==> src/rtl/regbank_pkg.sv <==
package regbank_pkg;
  localparam int PAIR_W    = 2;
  localparam int NUM_PAIRS = 4;
  localparam int IDX_AF    = 0;
  localparam int IDX_BC    = 1;
  localparam int IDX_DE    = 2;
  localparam int IDX_HL    = 3;
endpackage

==> src/rtl/regbank_bank_map.sv <==
module regbank_bank_map
  import regbank_pkg::*;
(
  input  logic                 clk,
  input  logic                 rst_n,
  input  logic                 ex_all,
  input  logic                 ex_af,
  output logic [NUM_PAIRS-1:0] bank_sel
);
  logic [NUM_PAIRS-1:0] sel_nxt;
  logic                 sel_en;

  always_comb begin
    sel_en  = ex_all | ex_af;
    sel_nxt = bank_sel ^ {{(NUM_PAIRS-1){ex_all}}, ex_af};
  end

  always_ff @(posedge clk or negedge rst_n) begin
    if (!rst_n)      bank_sel <= '0;
    else if (sel_en) bank_sel <= sel_nxt;
  end
endmodule

==> src/rtl/regbank_prefix_ctl.sv <==
module regbank_prefix_ctl (
  input  logic clk,
  input  logic rst_n,
  input  logic pfx_set,
  input  logic pfx_alt_reg,
  input  logic pfx_alt_flag,
  input  logic op_any,
  output logic pfx_act,
  output logic redir_reg,
  output logic redir_flag
);
  logic act_q, reg_q, flag_q;
  logic act_d, reg_d, flag_d;
  logic upd_en;

  always_comb begin
    upd_en = pfx_set | (act_q & op_any);
    act_d  = pfx_set;
    reg_d  = pfx_set & pfx_alt_reg;
    flag_d = pfx_set & pfx_alt_flag;
  end

  always_ff @(posedge clk or negedge rst_n) begin
    if (!rst_n) begin
      act_q  <= 1'b0;
      reg_q  <= 1'b0;
      flag_q <= 1'b0;
    end else if (upd_en) begin
      act_q  <= act_d;
      reg_q  <= reg_d;
      flag_q <= flag_d;
    end
  end

  assign pfx_act    = act_q;
  assign redir_reg  = act_q & reg_q;
  assign redir_flag = act_q & flag_q;
endmodule

==> src/rtl/regbank_pair_store.sv <==
module regbank_pair_store
  import regbank_pkg::*;
#(
  parameter int DATA_W   = 16,
  parameter int RD_PORTS = 2
) (
  input  logic                               clk,
  input  logic                               rst_n,
  input  logic [NUM_PAIRS-1:0]               bank_sel,
  input  logic                               wr_en,
  input  logic [PAIR_W-1:0]                  wr_sel,
  input  logic [DATA_W-1:0]                  wr_data,
  input  logic                               wr_alt,
  input  logic                               flag_we,
  input  logic [DATA_W/2-1:0]                flag_data,
  input  logic                               flag_alt,
  input  logic                               xdh_en,
  input  logic                               xdh_alt,
  input  logic                               ld_en,
  input  logic                               ld_src,
  input  logic [PAIR_W-1:0]                  ld_dst,
  input  logic [RD_PORTS-1:0][PAIR_W-1:0]    rd_sel,
  output logic [RD_PORTS-1:0][DATA_W-1:0]    rd_data
);
  localparam int FLAG_W = DATA_W / 2;

  logic [NUM_PAIRS-1:0][1:0][DATA_W-1:0] slot_val;
  logic [NUM_PAIRS-1:0][DATA_W-1:0]      prim;
  logic [DATA_W-1:0]                     hl_shadow;
  logic [DATA_W-1:0]                     ld_val;

  assign hl_shadow = slot_val[IDX_HL][~bank_sel[IDX_HL]];
  assign ld_val    = ld_src ? prim[IDX_DE] : prim[IDX_BC];

  for (genvar p = 0; p < NUM_PAIRS; p++) begin : g_pair
    localparam bit IS_AF = (p == IDX_AF);
    localparam bit IS_DE = (p == IDX_DE);
    localparam bit IS_HL = (p == IDX_HL);

    assign prim[p] = slot_val[p][bank_sel[p]];

    for (genvar b = 0; b < 2; b++) begin : g_bank
      logic [DATA_W-1:0] q;
      logic [DATA_W-1:0] d;
      logic              en;
      logic              hit_x, hit_ld, hit_wr, hit_fl;

      always_comb begin
        hit_x  = xdh_en & ((IS_DE & (bank_sel[p] == 1'(b))) |
                           (IS_HL & ((bank_sel[p] ^ xdh_alt) == 1'(b))));
        hit_ld = ld_en & (ld_dst == PAIR_W'(p)) & (~bank_sel[p] == 1'(b));
        hit_wr = wr_en & (wr_sel == PAIR_W'(p)) & ((bank_sel[p] ^ wr_alt) == 1'(b));
        hit_fl = flag_we & IS_AF & ((bank_sel[p] ^ flag_alt) == 1'(b));
        en     = hit_x | hit_ld | hit_wr | hit_fl;
        d      = q;
        if (hit_x)  d = IS_DE ? (xdh_alt ? hl_shadow : prim[IDX_HL]) : prim[IDX_DE];
        if (hit_ld) d = ld_val;
        if (hit_wr) d = wr_data;
        if (hit_fl) d[FLAG_W-1:0] = flag_data;
      end

      always_ff @(posedge clk or negedge rst_n) begin
        if (!rst_n)  q <= '0;
        else if (en) q <= d;
      end

      assign slot_val[p][b] = q;
    end
  end

  for (genvar r = 0; r < RD_PORTS; r++) begin : g_rd
    assign rd_data[r] = prim[rd_sel[r]];
  end
endmodule

==> src/rtl/dual_bank_regfile.sv <==
module dual_bank_regfile
  import regbank_pkg::*;
#(
  parameter int DATA_W   = 16,
  parameter int RD_PORTS = 2
) (
  input  logic                            clk,
  input  logic                            rst_n,
  input  logic [RD_PORTS-1:0][1:0]        rd_sel,
  output logic [RD_PORTS-1:0][DATA_W-1:0] rd_data,
  input  logic                            wr_en,
  input  logic [1:0]                      wr_sel,
  input  logic [DATA_W-1:0]               wr_data,
  input  logic                            flag_we,
  input  logic [DATA_W/2-1:0]             flag_data,
  input  logic                            pfx_set,
  input  logic                            pfx_alt_reg,
  input  logic                            pfx_alt_flag,
  input  logic                            ex_all,
  input  logic                            ex_af,
  input  logic                            ex_dehl,
  input  logic                            ld_alt_en,
  input  logic                            ld_alt_src,
  input  logic [1:0]                      ld_alt_dst
);
  logic [1:0]           rst_pipe;
  logic                 rst_int_n;
  logic [NUM_PAIRS-1:0] bank_sel;
  logic                 op_any;
  logic                 pfx_act, redir_reg, redir_flag;

  // reset asserts at once and releases on the clock
  always_ff @(posedge clk or negedge rst_n) begin
    if (!rst_n) rst_pipe <= '0;
    else        rst_pipe <= {rst_pipe[0], 1'b1};
  end
  assign rst_int_n = rst_pipe[1];

  assign op_any = wr_en | flag_we | ex_all | ex_af | ex_dehl | ld_alt_en;

  regbank_bank_map u_map (
    .clk      (clk),
    .rst_n    (rst_int_n),
    .ex_all   (ex_all),
    .ex_af    (ex_af),
    .bank_sel (bank_sel)
  );

  regbank_prefix_ctl u_pfx (
    .clk          (clk),
    .rst_n        (rst_int_n),
    .pfx_set      (pfx_set),
    .pfx_alt_reg  (pfx_alt_reg),
    .pfx_alt_flag (pfx_alt_flag),
    .op_any       (op_any),
    .pfx_act      (pfx_act),
    .redir_reg    (redir_reg),
    .redir_flag   (redir_flag)
  );

  regbank_pair_store #(.DATA_W(DATA_W), .RD_PORTS(RD_PORTS)) u_store (
    .clk       (clk),
    .rst_n     (rst_int_n),
    .bank_sel  (bank_sel),
    .wr_en     (wr_en),
    .wr_sel    (wr_sel),
    .wr_data   (wr_data),
    .wr_alt    (redir_reg),
    .flag_we   (flag_we),
    .flag_data (flag_data),
    .flag_alt  (redir_flag),
    .xdh_en    (ex_dehl),
    .xdh_alt   (redir_reg),
    .ld_en     (ld_alt_en),
    .ld_src    (ld_alt_src),
    .ld_dst    (ld_alt_dst),
    .rd_sel    (rd_sel),
    .rd_data   (rd_data)
  );
endmodule

==> config.mk <==
export PLATFORM = sky130hd
export DESIGN_NAME = dual_bank_regfile
export DESIGN_NICKNAME = d
export VERILOG_FILES = /design/src/rtl/regbank_pkg.sv /design/src/rtl/regbank_bank_map.sv /design/src/rtl/regbank_prefix_ctl.sv /design/src/rtl/regbank_pair_store.sv /design/src/rtl/dual_bank_regfile.sv
export SDC_FILE = /design/constraint.sdc
export NUM_CORES = 1
export LEC_CHECK = 0
export BUFFER_PORTS_ARGS = -buffer_cell sky130_fd_sc_hd__buf_2
export CAP_MARGIN = 20
export CORE_MARGIN = 1.5
export CORE_UTILIZATION = 40
export DETAILED_ROUTE_END_ITERATION = 16
export GPL_ROUTABILITY_DRIVEN = 0
export HOLD_SLACK_MARGIN = 0.02
export SETUP_SLACK_MARGIN = 0.05
export SYNTH_ARGS = -nofsm -noshare
export SYNTH_HDL_FRONTEND = slang
export SYNTH_HIERARCHICAL = 1
export SYNTH_SLANG_ARGS = --single-unit
export TNS_END_PERCENT = 5
==> constraint.sdc <==
create_clock -name clk -period 6.1 [get_ports clk]
set_input_delay 1.22 -clock clk [delete_from_list [all_inputs] [get_ports clk]]
set_output_delay 1.22 -clock clk [all_outputs]
set_load 0.03 [all_outputs]
==> results of run 1 <==
==> cells in the mapped netlist (all sizes together) (2+ instances only) <==
master | number | area (um2)
inv | 3 | 11.3
o22ai | 5 | 31.3
a22oi | 17 | 133
nand2b | 11 | 68.8
dfrtp | 137 | 3430
o21bai | 16 | 120
buf | 58 | 374
clkbuf | 37 | 139
xor2 | 10 | 103
nand3b | 2 | 15.0
nor2 | 114 | 438
nor2b | 11 | 68.8
a21oi | 49 | 260
nand4b | 2 | 17.5
o211ai | 33 | 262
a21boi | 7 | 60.1
nand4bb | 2 | 22.5
mux4 | 32 | 721
and4b | 3 | 30.0
mux2i | 69 | 691
nor3 | 8 | 40.0
nand4 | 2 | 12.5
a222oi | 6 | 60.1
a22o | 3 | 26.3
o21ai | 15 | 75.1
a211oi | 4 | 30.0
a21o | 17 | 129
nand2 | 75 | 284
o31ai | 8 | 60.1
a2bb2oi | 10 | 87.6
a31oi | 61 | 382
or3 | 2 | 12.5
mux2 | 86 | 987
and2 | 6 | 37.5
==> worst paths after layout <==
| path | cells after the start | from | end |
|---|---|---|---|
| worst max-delay path | 4 | u_map/bank_sel[3]$_DFFE_PN0P_ | rd_data[15] |
| worst min-delay path | 0 | rst_pipe[0]$_DFF_PN0_ | rst_pipe[1]$_DFF_PN0_ |
| worst max register to register | 6 | u_map/bank_sel[3]$_DFFE_PN0P_ | u_store/g_pair[2].g_bank[1].q[7]$_DFFE_PN0P_ |
| worst min register to register | 0 | rst_pipe[0]$_DFF_PN0_ | rst_pipe[1]$_DFF_PN0_ |
| max in group asynchronous | 1 | rst_pipe[1]$_DFF_PN0_ | u_store/g_pair[0].g_bank[1].q[13]$_DFFE_PN0P_ |
| min in group asynchronous | 0 | rst_pipe[1]$_DFF_PN0_ | u_pfx/flag_q$_DFFE_PN0P_ |
==> metrics by stage <==
step | power, W | instances | setup slack, ns | cell area [um2] | util
CTS | 0.00626 | 1274 | 2.14 | 10300 | 0.453
detailed placement | 0.00523 | 1242 | 2.35 | 9750 | 0.428
floorplan | 0.00429 | 935 | 2.00 | 9370 | -
global placement | 0.00518 | 1242 | 2.35 | 9750 | 0.428
finish | 0.00631 | 1275 | 2.10 | 10300 | 0.454
global route | 0.00665 | 1275 | 2.03 | 10300 | 0.454
==> cell type report <==
| cell class | count | share of cell area |
|---|---|---|
| Clock buffer | 18 | 0.0415 |
| Clock inverter | 14 | 0.0133 |
| Inverter | 3 | 0.00109 |
| Multi-Input combinational cell | 700 | 0.525 |
| Sequential cell | 137 | 0.332 |
| Tap cell | 313 | 0.0378 |
| Timing Repair Buffer | 90 | 0.0491 |
==> kinds of logic after synthesis <==
logic type / count (synthesis) / share of synthesized area
xor gates and xnor gates: 11 / 0.0139
buffers and inverters: 98 / 0.0560
AOI/OAI and AO/OA: 256 / 0.188
other: 1 / 0.000400
and+or+nand+nor: 245 / 0.120
muxes: 187 / 0.256
DFF: 137 / 0.366
==> where the power goes <==
part	internal, W	leakage [nW]	total, W	switching (W)
sequential	0.00136	1.59	0.00166	0.000294
combinational	0.00150	2.30	0.00364	0.00214
clock	0.000570	0.266	0.00101	0.000443
total	0.00343	4.15	0.00631	0.00288
==> worst register-to-register path, stage by stage, from the launching register on <==
cell,delay [ns]
dfrtp_2,0.70
buf_4,0.51
xor2_2,0.67
buf_4,0.35
mux2_2,0.38
a222oi_1,0.35
a21oi_1,0.12
==> flip-flops by register name, summed over array words and instances (netlist names) <==
register / count
u_pfx/pfx_act: 1
rst_pipe: 2
u_store/g_pair.g_bank.q: 128
u_map/bank_sel: 4
u_pfx/flag_q: 1
u_pfx/reg_q: 1
==> cells in the final DEF (no fill, tap or decap), types with 5 or more instances in the layout <==
master / netlist / final
a21boi_0: 5 / 5
a21o_1: 16 / 16
a21oi_1: 47 / 47
a222oi_1: 6 / 6
a22oi_1: 16 / 16
a2bb2oi_1: 10 / 10
a31oi_1: 61 / 61
and2_1: 6 / 6
buf_2: 35 / 75
buf_4: 10 / 14
clkbuf_16: 0 / 17
dfrtp_1: 137 / 135
inv_6: 0 / 5
mux2_2: 81 / 81
mux2_4: 5 / 5
mux2i_1: 69 / 69
mux4_2: 32 / 32
nand2_1: 74 / 74
nand2b_1: 11 / 11
nor2_1: 112 / 111
nor2b_1: 11 / 11
nor3_1: 8 / 8
o211ai_1: 32 / 32
o21ai_0: 13 / 13
o21bai_1: 16 / 16
o22ai_1: 5 / 5
o31ai_1: 8 / 8
xor2_1: 8 / 8
==> per-layer routing <==
| metal | part of all wire | wire length [um] | up-vias |
|---|---|---|---|
| met1 | 0.41 | 13000 | 3931 |
| li1 | - | - | 3496 |
| met5 | 0 | 0 | - |
| met4 | 0.043 | 1340 | 0 |
| met2 | 0.48 | 15000 | 370 |
| met3 | 0.069 | 2170 | 100 |
==> impl.org, run 1 <==
** Clock network
- In this run, CTS created clock tree buffers numbering 17.
- Clock slew at reported path FFs :: 0.06 ns
- The tree built by TritonCTS fans out to 137 sinks.
- The clock reaches the later pin of the worst-skew pair after 0.42 ns.
- Number of setup buffers added after CTS :: 0
- TritonCTS clock tree :: yes
- Root Buffer Master :: clkbuf_16
- Number of hold buffers added after CTS :: 0
- Gates resized during post-CTS repair numbered 0.
- Number of buffers between clock root and the deepest sink :: 2
- # H-tree levels :: 4

** Critical path
- The cell family contributing the most delay on the critical path is multiplexers.
- For the worst setup path, the data arrival time is 2.78 ns.
- CP Buf/Inv Count :: 2
- List of cells traversed by the critical path :: buf_4, mux2_2, mux4_2, buf_2
- Delay of the slowest cell on the worst path :: 0.70 ns
- Startpoint types :: register
- The slowest stage of the critical path is the dfrtp_2 cell.
- Data required, critical path :: about 4.9 ns
- Start-to-end type of the worst setup path :: register to output pin
- CP Capture Type :: output pin
- Max FO, Critical Path :: 37
- For flop-to-flop paths, the worst setup slack is 2.87 ns.

** Yosys
- Number of standard cells after synthesis :: 935
- After synthesis, the mean cell area works out to 10.0 um2.
- Flip-flop cell with the highest count after synthesis :: dfrtp_1
- Sequential-to-total area share from yosys stat :: 0.366
- The number of nets handed over by synthesis was around 1,000.
- Number of different library cells in the post-synthesis netlist :: 63
- Warnings from Yosys :: 6
- Proportion of synthesized flip-flops having asynchronous set or reset :: 1.00
- Post-synth EDFFs :: 0
- Total of flip-flops plus latches after synthesis :: 137
- Post-synthesis instance area :: approximately 9400 um2

** STA
- Static timing analysis puts the maximum clock frequency at 250 MHz.
- The tightest hold path in the finished design has a slack of approximately 0.35 ns.
- Post-Route Skew :: 0.00914 ns
- Final Cycle Share :: 0.655
- Setup violations remaining at the end of the flow were counted as 0.
- The routed design could run at a clock period as short as 4.00 ns.
- Setup repair after global routing missed its margin :: no
- The final number of max-transition violations is 0.
- Relative slew slack :: 0.215
- The final hold violation count was 0.
- Worst Tran Pin Value :: 1.18 ns
- In the final timing run, aggregate negative setup slack is 0 ns.

** Global route
- For this run, global-route usage on met3 was measured as 0.0558.
- Global-route wire length before repair :: approximately 48,000 um
- The number of antenna violations at the first check in global routing came to 0.
- met2 is the most crowded layer.
- Met2 layer usage reported by global route :: 0.421
- Met1 layer usage reported by global route :: 0.348
- Largest net degree at the start of global routing :: 71
- For this run the aggregate overflow at the end of global routing stands at 0.
- Number of global-route vias before repair :: about 8,000
- For this run, the total global-route usage over all layers was measured as 0.267.

** Final layout
- 0 antenna diodes ended up in the layout.
- The area growth from synthesis to layout is 10.5%.
- In the final layout, the multi-input gates occupy 5440 um2.
- Reg area :: between 3000 and 4000 um2
- Post-layout net count :: 993
- Fraction of final layout cells with drive strength greater than 1 :: 0.269
- Count of fill cells added during filler insertion :: 2,206

** Detailed routing
- For this block, the routed nets add up to 31,500 um of wire.
- Post-DRT Antenna Nets :: 0
- Number of DRC markers after the initial detailed-route iteration :: 822
- The final route contains slightly below 8,000 vias.
- In the routed design, unresolved DRC markers number 0.
- Vias per Instance :: 6.19
- For this run, the detailed router's first-pass iteration total came to 6.
- Dividing the detail-routed wire length by the instance count gives approximately 25 um.

** Job
- Max-cap violations in this run came to 0.

** Floorplanning
- From bottom edge to top edge, the die measures 156 um.
- Placeable core region :: 22,800 um2
- For this configuration, the core starts out at a cell density of 0.411.
- The floorplan step defined a die boundary enclosing 24,400 um2.
- In this run the core area contains 55 standard-cell rows.
- In this run the count of I/O pins placed on the die edge is 76.
- The floorplan step set the die width to between 150 and 200 um.

** Pwr
- For this design the ratio of total power to cell area is 610 nW/um2.
- In this run the static leakage power is ~4.2 nW.
- IR analysis of the VDD net gives a maximum drop of 0.000221 V.

** Place
- Summed over all nets, the half-perimeter wirelength after detailed placement is 20,900 um.
- Input and output buffers added on the ports amount to 75.

** Hold path
- The path class of the tightest hold or removal check is register to register.

** Run status
- The run finished with clean final reports.
Power figures use the tool's default switching activity.
==> run 2, diff against run 1 <==
==> constraint.sdc (replaced) <==
create_clock -name clk -period 3.4 [get_ports clk]
set_input_delay 0.68 -clock clk [delete_from_list [all_inputs] [get_ports clk]]
set_output_delay 0.68 -clock clk [all_outputs]
set_load 0.03 [all_outputs]
==> run 2 against run 1 <==
First-iteration DRC count increased by 17%. Final cell count increased by 1.9%. Critical endpoint is now rd_data[6]. Sequential power increased by 83%. Global-route usage about the same. Core utilization increased by 1.2 points. Clock skew increased by 0.0068 ns. Clock-buffer cell count increased by 2. Register-to-register slack got worse by 2.2 ns. Combinational power increased by 80%. Critical path depth decreased by 1. Highest routed layer unchanged. Via count increased by 1.1%. Routed wire length increased by 0.27%.
==> impl.org, run 2 (synthesized netlist as in run 1, its figures left out) <==
** STA
- The maximum clock skew at final layout is 0.0159 ns (+0.00678 ns).
- The final number of max-transition violations is 0 (unchanged).
- The final hold violation count is 0 (unchanged).
- Final Cycle Share :: 0.973
- Tmin final :: about 3.3 ns
- The measured slew at the worst slew-check pin was 1.04 ns (-0.138 ns).
- Setup repair after global routing left no endpoint under its margin.
- Total Neg Setup Slack :: 0 ns (unchanged)
- Achievable clock frequency :: about 300 MHz
- Setup violators final :: 0 (unchanged)
- Relative slew slack :: 0.307 (+0.0920)

** Final layout
- Commonest non-fill, non-tap cell in the layout :: dfrtp_1
- The area growth from synthesis to layout is 13.4%.
- The number of fillers in the final layout is 2,169 (-1.7%).
- Number of flip-flops in the largest register :: 128 (unchanged)
- Post-layout net count :: 1,017 (+2.4%)
- Top reg by flops :: u_store/g_pair.g_bank.q
- Number of cells in the finished layout apart from fillers :: 1,299 (+1.9%)
- The share of cells above drive strength 1 came to 0.283 (+0.0137).
- The number of antenna repair diodes came to 0 (unchanged).
- Largest registers in the final layout :: u_store/g_pair.g_bank.q (128), u_map/bank_sel (4), rst_pipe (2)
- The library cells used most frequently in the layout, excluding fill and tap cells, are dfrtp_1, nor2_1, mux2_2.

** Hold path
- The worst hold path belongs to the class register to async pin.

** Detailed routing
- The via count is 7,983 (+1.1%).
- Mean routed wirelength per cell :: 24.3 um (-1.6%)
- The wire length reported by the detailed router is 31,600 um (+0.27%).
- The ratio of routed vias to standard cells is 6.15 (-0.78%).
- The violation count after the first detailed-routing iteration was 962 (+17%).
- The first-pass detailed-route iteration total is 6 (unchanged).
- Post-route DRC :: 0 (unchanged)
- Post-DRT Antenna Nets :: 0 (unchanged)

** Pwr
- Pwr dens :: 1080 nW/um2 (+77%)
- The maximum VDD drop was 0.000461 V (+110%).
- The leakage power was 4.31 nW (+3.8%).

** Place
- The instance count after placement with tap cells included was 1,266 (+1.9%).
- Quantity of I/O buffers inserted on ports :: 75 (unchanged)
- Half-perimeter wire length after detailed placement :: 21,800 um (+4.0%)

** Critical path
- Startpoint types :: register
- Max FO, Critical Path :: 19 (-49%)
- Data required, critical path :: 2.72 ns (-2.16 ns)
- The critical path is of the register to output pin type.
- Worst Path Arrival :: 2.63 ns (-0.15 ns)
- STA classifies the critical path endpoint as an output pin.

** Global route
- Largest net degree at the start of global routing :: 69 (-2.8%)
- Global-route wire length before repair :: 48,100 um (about the same)
- Overall fraction of global-route tracks in use :: 0.266 (-0.000304)
- GRT overflow :: 0 (unchanged)
- Number of global-route vias before repair :: 7,661 (-1.5%)
- The number of antenna violations at the first check in global routing came to 0 (unchanged).

** Floorplanning
- The core box area is 22,800 um2 (unchanged).
- Overall die area :: 24,400 um2 (unchanged)
- Starting utilization of the core area :: 0.411 (unchanged)
- Top-level I/O count :: 76 (unchanged)
- Width of the chip :: 156 um (unchanged)
- The number of cell rows was 55 (unchanged).
- Die boundary height :: 156 um (unchanged)

** Clock network
- The number of buffers created by CTS came to 17 (unchanged).
- The clock insertion delay at the later pin of the skew report is 0.43 ns (about the same).
- In this run the clock root is driven by a clkbuf_16.
- # H-tree levels :: 4 (unchanged)
- TritonCTS built the clock tree.
- The buffer depth of the longest clock path was 2 (unchanged).
- The post-CTS setup buffer count was 0 (unchanged).
- Clock slew at reported path FFs :: 0.07 ns (about the same)
- Count of clock tree sinks :: 137 (unchanged)

** Run status
- The flow ran to the end, and the final reports show no timing, DRC or antenna violations.

** Job
- The count of max-cap constraint violations was 0 (unchanged).
[run 2: stage by stage]
stage	cell area, um2	hold WS, ns	utilization	worst slack, ns	power, W
6_report	10600	0.313	0.466	0.0922	0.0115
5_1_grt	10600	0.363	0.466	0.0517	0.0121
4_1_cts	10600	0.331	0.466	0.0829	0.0114
3_5_place_dp	10000	0.323	0.440	0.538	0.00945
3_3_place_gp	10000	0.325	0.439	0.361	0.00935
2_1_floorplan	9370	0.331	-	0.695	0.00769
[run 2: layout make-up]
cell class	count	area [um2]	share of cell area
flip-flops and latches	137	3430	0.323
repair buffers	114	766	0.0721
well taps	313	392	0.0369
multi-input cells	700	5430	0.511
inverters	3	11.3	0.00106
clock buffers	20	447	0.0420
clock inverters	12	143	0.0134
[run 2: report_power, final]
group	leakage (nW)	internal [W]	total, W	switching, W
clock network	0.279	0.00111	0.00189	0.000780
logic	2.44	0.00281	0.00654	0.00373
registers	1.59	0.00244	0.00304	0.000600
total	4.31	0.00637	0.0115	0.00511
[run 2: timing repair]
item,4_1_cts,5_1_grt
setup endpoints to repair,0,0
hold buffers,1,0
gates resized for setup,0,0
endpoints found under the hold margin,2,0
[run 2: worst paths after layout]
check	startpoint	end	slack (ns)	depth (start not counted)
min in group clk	rst_pipe[0]$_DFF_PN0_	rst_pipe[1]$_DFF_PN0_	0.36	0
max	u_map/bank_sel[1]$_DFFE_PN0P_	rd_data[6]	0.09	3
min	rst_pipe[1]$_DFF_PN0_	u_store/g_pair[0].g_bank[0].q[1]$_DFFE_PN0P_	0.31	0
max in group asynchronous	rst_pipe[1]$_DFF_PN0_	u_store/g_pair[0].g_bank[1].q[9]$_DFFE_PN0P_	2.23	1
min reg2reg	rst_pipe[1]$_DFF_PN0_	u_store/g_pair[0].g_bank[0].q[1]$_DFFE_PN0P_	0.31	0
max reg2reg	u_pfx/pfx_act$_DFFE_PN0P_	u_store/g_pair[2].g_bank[0].q[1]$_DFFE_PN0P_	0.64	6
[run 2: critical path, cell delays in order (launching register included)]
cell and delay (ns):
dfrtp_1 1.03, mux2_2 0.49, mux4_2 0.48, buf_2 0.20
[run 2: routing by layer]
| layer | vias to the layer above | global-route usage | part of all wire |
|---|---|---|---|
| li1 | 3541 | - | - |
| met4 | 0 | 0.0989 | 0.033 |
| met1 | 3936 | 0.375 | 0.43 |
| met3 | 81 | 0.0525 | 0.081 |
| met2 | 425 | 0.406 | 0.45 |
| met5 | - | 0 | 0 |
==> run 3, diff against run 2 <==
--- a/config.mk
+++ b/config.mk
@@ -7,7 +7,6 @@
 export LEC_CHECK = 0
 export BUFFER_PORTS_ARGS = -buffer_cell sky130_fd_sc_hd__buf_2
 export CAP_MARGIN = 20
-export CORE_MARGIN = 1.5
 export CORE_UTILIZATION = 40
 export DETAILED_ROUTE_END_ITERATION = 16
 export GPL_ROUTABILITY_DRIVEN = 0
==> run 3 against run 2 <==
Clock skew down 0.0057 ns. Largest power group unchanged. Worst hold slack better by 0.038 ns. Routed wire length up 0.27%. Sequential share of layout area up 0.36 points. Final cell count down 0.15%. Combinational power down 1%. Critical path depth unchanged. Sequential power about the same. Highest routed layer unchanged. Design area down 1.1%. Core utilization down 0.51 points. Critical path type unchanged. Die area down 1.3%. Critical endpoint is now rd_data[22]. Sequential cell count unchanged.
==> impl.org, run 3 (synthesized netlist as in run 1, its figures left out) <==
** Place
- Area after detailed placement :: 9930 um2 (-0.92%)
- Quantity of I/O buffers inserted on ports :: 75 (unchanged)
- The instance count after placement with tap cells included was 1,263 (-0.24%).
- The half-perimeter wire length after placement was 21,800 um (about the same).
- The worst setup slack before clock tree synthesis is 0.527 ns (-0.0116 ns).

** Clock network
- The number of levels in the clock H-tree came to 4 (unchanged).
- Clock slew at reported path FFs :: 0.06 ns (about the same)
- Number of buffers between clock root and the deepest sink :: 2 (unchanged)
- CTS buffer count :: 17 (unchanged)
- The number of clock sinks is 137 (unchanged).
- The tree is rooted in a clkbuf_16.
- The post-CTS setup buffer count came to 0 (unchanged).
- TritonCTS clock tree :: yes
- Clock latency at the later pin of the worst-skew pair :: 0.43 ns (about the same)

** Critical path
- The worst setup path is captured at an output pin.
- Reg2reg setup slack :: 0.81 ns (+0.17 ns)
- Launching element of the worst setup path :: u_map/bank_sel[1]$_DFFE_PN0P_
- Startpoint of the most critical register-to-register path :: u_pfx/pfx_act$_DFFE_PN0P_
- Logic depth of the worst register-to-register path :: 6 (unchanged)
- End of the worst register-to-register path :: u_store/g_pair[2].g_bank[0].q[6]$_DFFE_PN0P_
- The signal on the critical path passes through mux2_2, mux4_2, buf_2.
- Worst Path Arrival :: 2.63 ns (about the same)
- Startpoint types :: register
- Following the worst setup path forward leads to its endpoint at rd_data[22].
- The peak fanout along the critical path was 19 (unchanged).
- Data required, critical path :: 2.72 ns (about the same)
- Start-to-end type of the worst setup path :: register to output pin
- The maximum single-stage delay on the critical path is 1.05 ns (+0.02 ns).
- Crit path max-delay cell type :: dfrtp_1

** Pwr
- The leakage power came to 4.25 nW (-1.2%).
- The power density of the placed cells is 1080 nW/um2 (-0.42%).
- Max rail drop VDD :: 0.000402 V (-13%)
- The internal power of the cells came to 0.00619 W (-2.7%).
- Sequential group share of total power :: 0.269 (+0.004)
- The relative contribution of the clock network to total power came to 0.159 (-0.006).
- The combinational power share came to 0.572 (+0.002).
- Net Sw Frac :: 0.452 (+0.00690)
- Reported net switching power :: 0.00511 W (about the same)

** Global route
- The maximum number of pins on one net before global-route repair is 60 (-13%).
- The wire length of the first global-routing pass was 48,200 um (+0.22%).
- The number of antenna violations at the first check in global routing is 1 (+1).
- The via count of the first global-routing pass was 7,563 (-1.3%).
- GRT overflow :: 0 (unchanged)
- Overall fraction of global-route tracks in use :: 0.271 (+0.00448)

** Final layout
- The flip-flop count of the largest register, all copies and words added is 128 (unchanged).
- Number of cells in the finished layout apart from fillers :: 1,297 (-0.15%)
- The count of nets after finishing is 1,014 (-0.29%).
- Commonest cells after routing, fill and taps aside :: dfrtp_1, nor2_1, mux2_2
- Fraction of final layout cells with drive strength greater than 1 :: 0.283 (about the same)
- Largest registers in the final layout :: u_store/g_pair.g_bank.q (128), u_map/bank_sel (4), rst_pipe (2)
- Top reg by flops :: u_store/g_pair.g_bank.q
- Area overhead of the layout relative to synthesis :: 12.1%
- The design area was 10,500 um2 (-1.1%).
- The library cell used most frequently in the layout, excluding fill and tap cells, is dfrtp_1.

** STA
- The measured slew at the worst slew-check pin is 1.10 ns (+0.0619 ns).
- The maximum clock skew at final layout came to 0.0102 ns (-0.00573 ns).
- The final critical-path required period was 3.31 ns (+0.000862 ns).
- The share of the cycle needed by the critical path after routing was 0.973 (about the same).
- The final count of negative-setup-slack endpoints came to 0 (unchanged).
- Achievable clock frequency :: 302 MHz (about the same)
- Setup repair after global routing missed its margin :: no
- Number of failing hold endpoints at the final stage :: 0 (unchanged)
- Relative slew slack :: 0.263 (-0.0439)
- Post-route worst setup slack :: 0.0914 ns (-0.000862 ns)
- Total Neg Setup Slack :: 0 ns (unchanged)
- The final number of max-transition violations came to 0 (unchanged).

** Job
- The count of max-cap constraint violations is 0 (unchanged).

** Detailed routing
- Vias per Instance :: 6.10 (-0.79%)
- The remaining antenna violation count came to 0 (unchanged).
- Number of vias in the routed layout :: 7,908 (-0.94%)
- 1st-pass router iterations :: 5 (-1)
- The routed wire length per instance was 24.4 um (+0.43%).
- Post-route DRC :: 0 (unchanged)
- Number of DRC markers after the initial detailed-route iteration :: 907 (-5.7%)
- The wire length reported by the detailed router was 31,700 um (+0.27%).

** Floorplanning
- Overall die area :: 24,000 um2 (-1.3%)
- Placeable core region :: 22,800 um2 (unchanged)
- Site Rows :: 55 (unchanged)
- The effective utilization at floorplan came to 0.411 (unchanged).
- The die outline width came to 155 um (-0.64%).
- The count of boundary I/O pins came to 76 (unchanged).
- The vertical extent of the die came to 155 um (-0.64%).

** Run status
- The flow ran to the end, and the final reports show no timing, DRC or antenna violations.

** Hold path
- Type of the worst min-delay path :: register to register
-- run 3: cell count changes in the layout (fill, tap and decap cells not counted), moves of 2 or more --
cell       delta
buf_4         +2
bufinv_16     -2
clkinv_4      +2
buf_12        -4
clkbuf_1      -2
inv_6         +3
-- run 3: critical path: cells and delay by family, from the launching register on --
kind,cells,cell delay [ns]
buffers and inverters,1,0.19
DFF,1,1.05
muxes,2,0.96
-- run 3: metrics by stage --
step           hold WS [ns]   util  power [W]
3_5_place_dp          0.336  0.436    0.00940
5_1_grt               0.356  0.461     0.0119
2_1_floorplan         0.331      -    0.00769
3_3_place_gp          0.337  0.436    0.00933
6_report              0.351  0.461     0.0113
4_1_cts               0.353  0.461     0.0112
-- run 3: worst min path at each step --
stage / endpoint / from / depth (start not counted) / slack [ns]
after floorplan: rst_pipe[1]$_DFF_PN0_ / rst_pipe[0]$_DFF_PN0_ / 0 / 0.33
after global placement: rst_pipe[1]$_DFF_PN0_ / rst_pipe[0]$_DFF_PN0_ / 0 / 0.34
after detailed placement: rst_pipe[1]$_DFF_PN0_ / rst_pipe[0]$_DFF_PN0_ / 0 / 0.34
after CTS: rst_pipe[1]$_DFF_PN0_ / rst_pipe[0]$_DFF_PN0_ / 0 / 0.35
after global routing: rst_pipe[1]$_DFF_PN0_ / rst_pipe[0]$_DFF_PN0_ / 0 / 0.36
final: rst_pipe[1]$_DFF_PN0_ / rst_pipe[0]$_DFF_PN0_ / 0 / 0.35
-- run 3: area by class of cell --
type                            count  area [um2]
Fill cell                        2168       12300
Multi-Input combinational cell    700        5430
Sequential cell                   137        3430
Timing Repair Buffer              111         673
Clock buffer                       19         453
Tap cell                          313         392
Clock inverter                     13         110
Inverter                            3        11.3
Antenna cell                        1        2.50
-- run 3: timing repair --
item,in CTS,in global routing
gates resized for setup,0,0
endpoints found under the hold margin,2,0
hold buffers,1,0
-- run 3: power groups by stage --
stage	Clock, W	Sequential [W]	Combinational (W)
floorplan	0	0.00281	0.00488
global placement	0	0.00304	0.00629
detailed placement	0	0.00304	0.00636
CTS	0.00182	0.00302	0.00638
global route	0.00187	0.00313	0.00690
finish	0.00179	0.00304	0.00647
-- run 3: layer usage --
layer / part of all wire / GRT usage / vias to the layer above
met2: 0.46 / 0.414 / 380
met5: 0 / 0 / -
met3: 0.081 / 0.0496 / 57
li1: - / - / 3539
met4: 0.028 / 0.102 / 0
met1: 0.44 / 0.381 / 3932
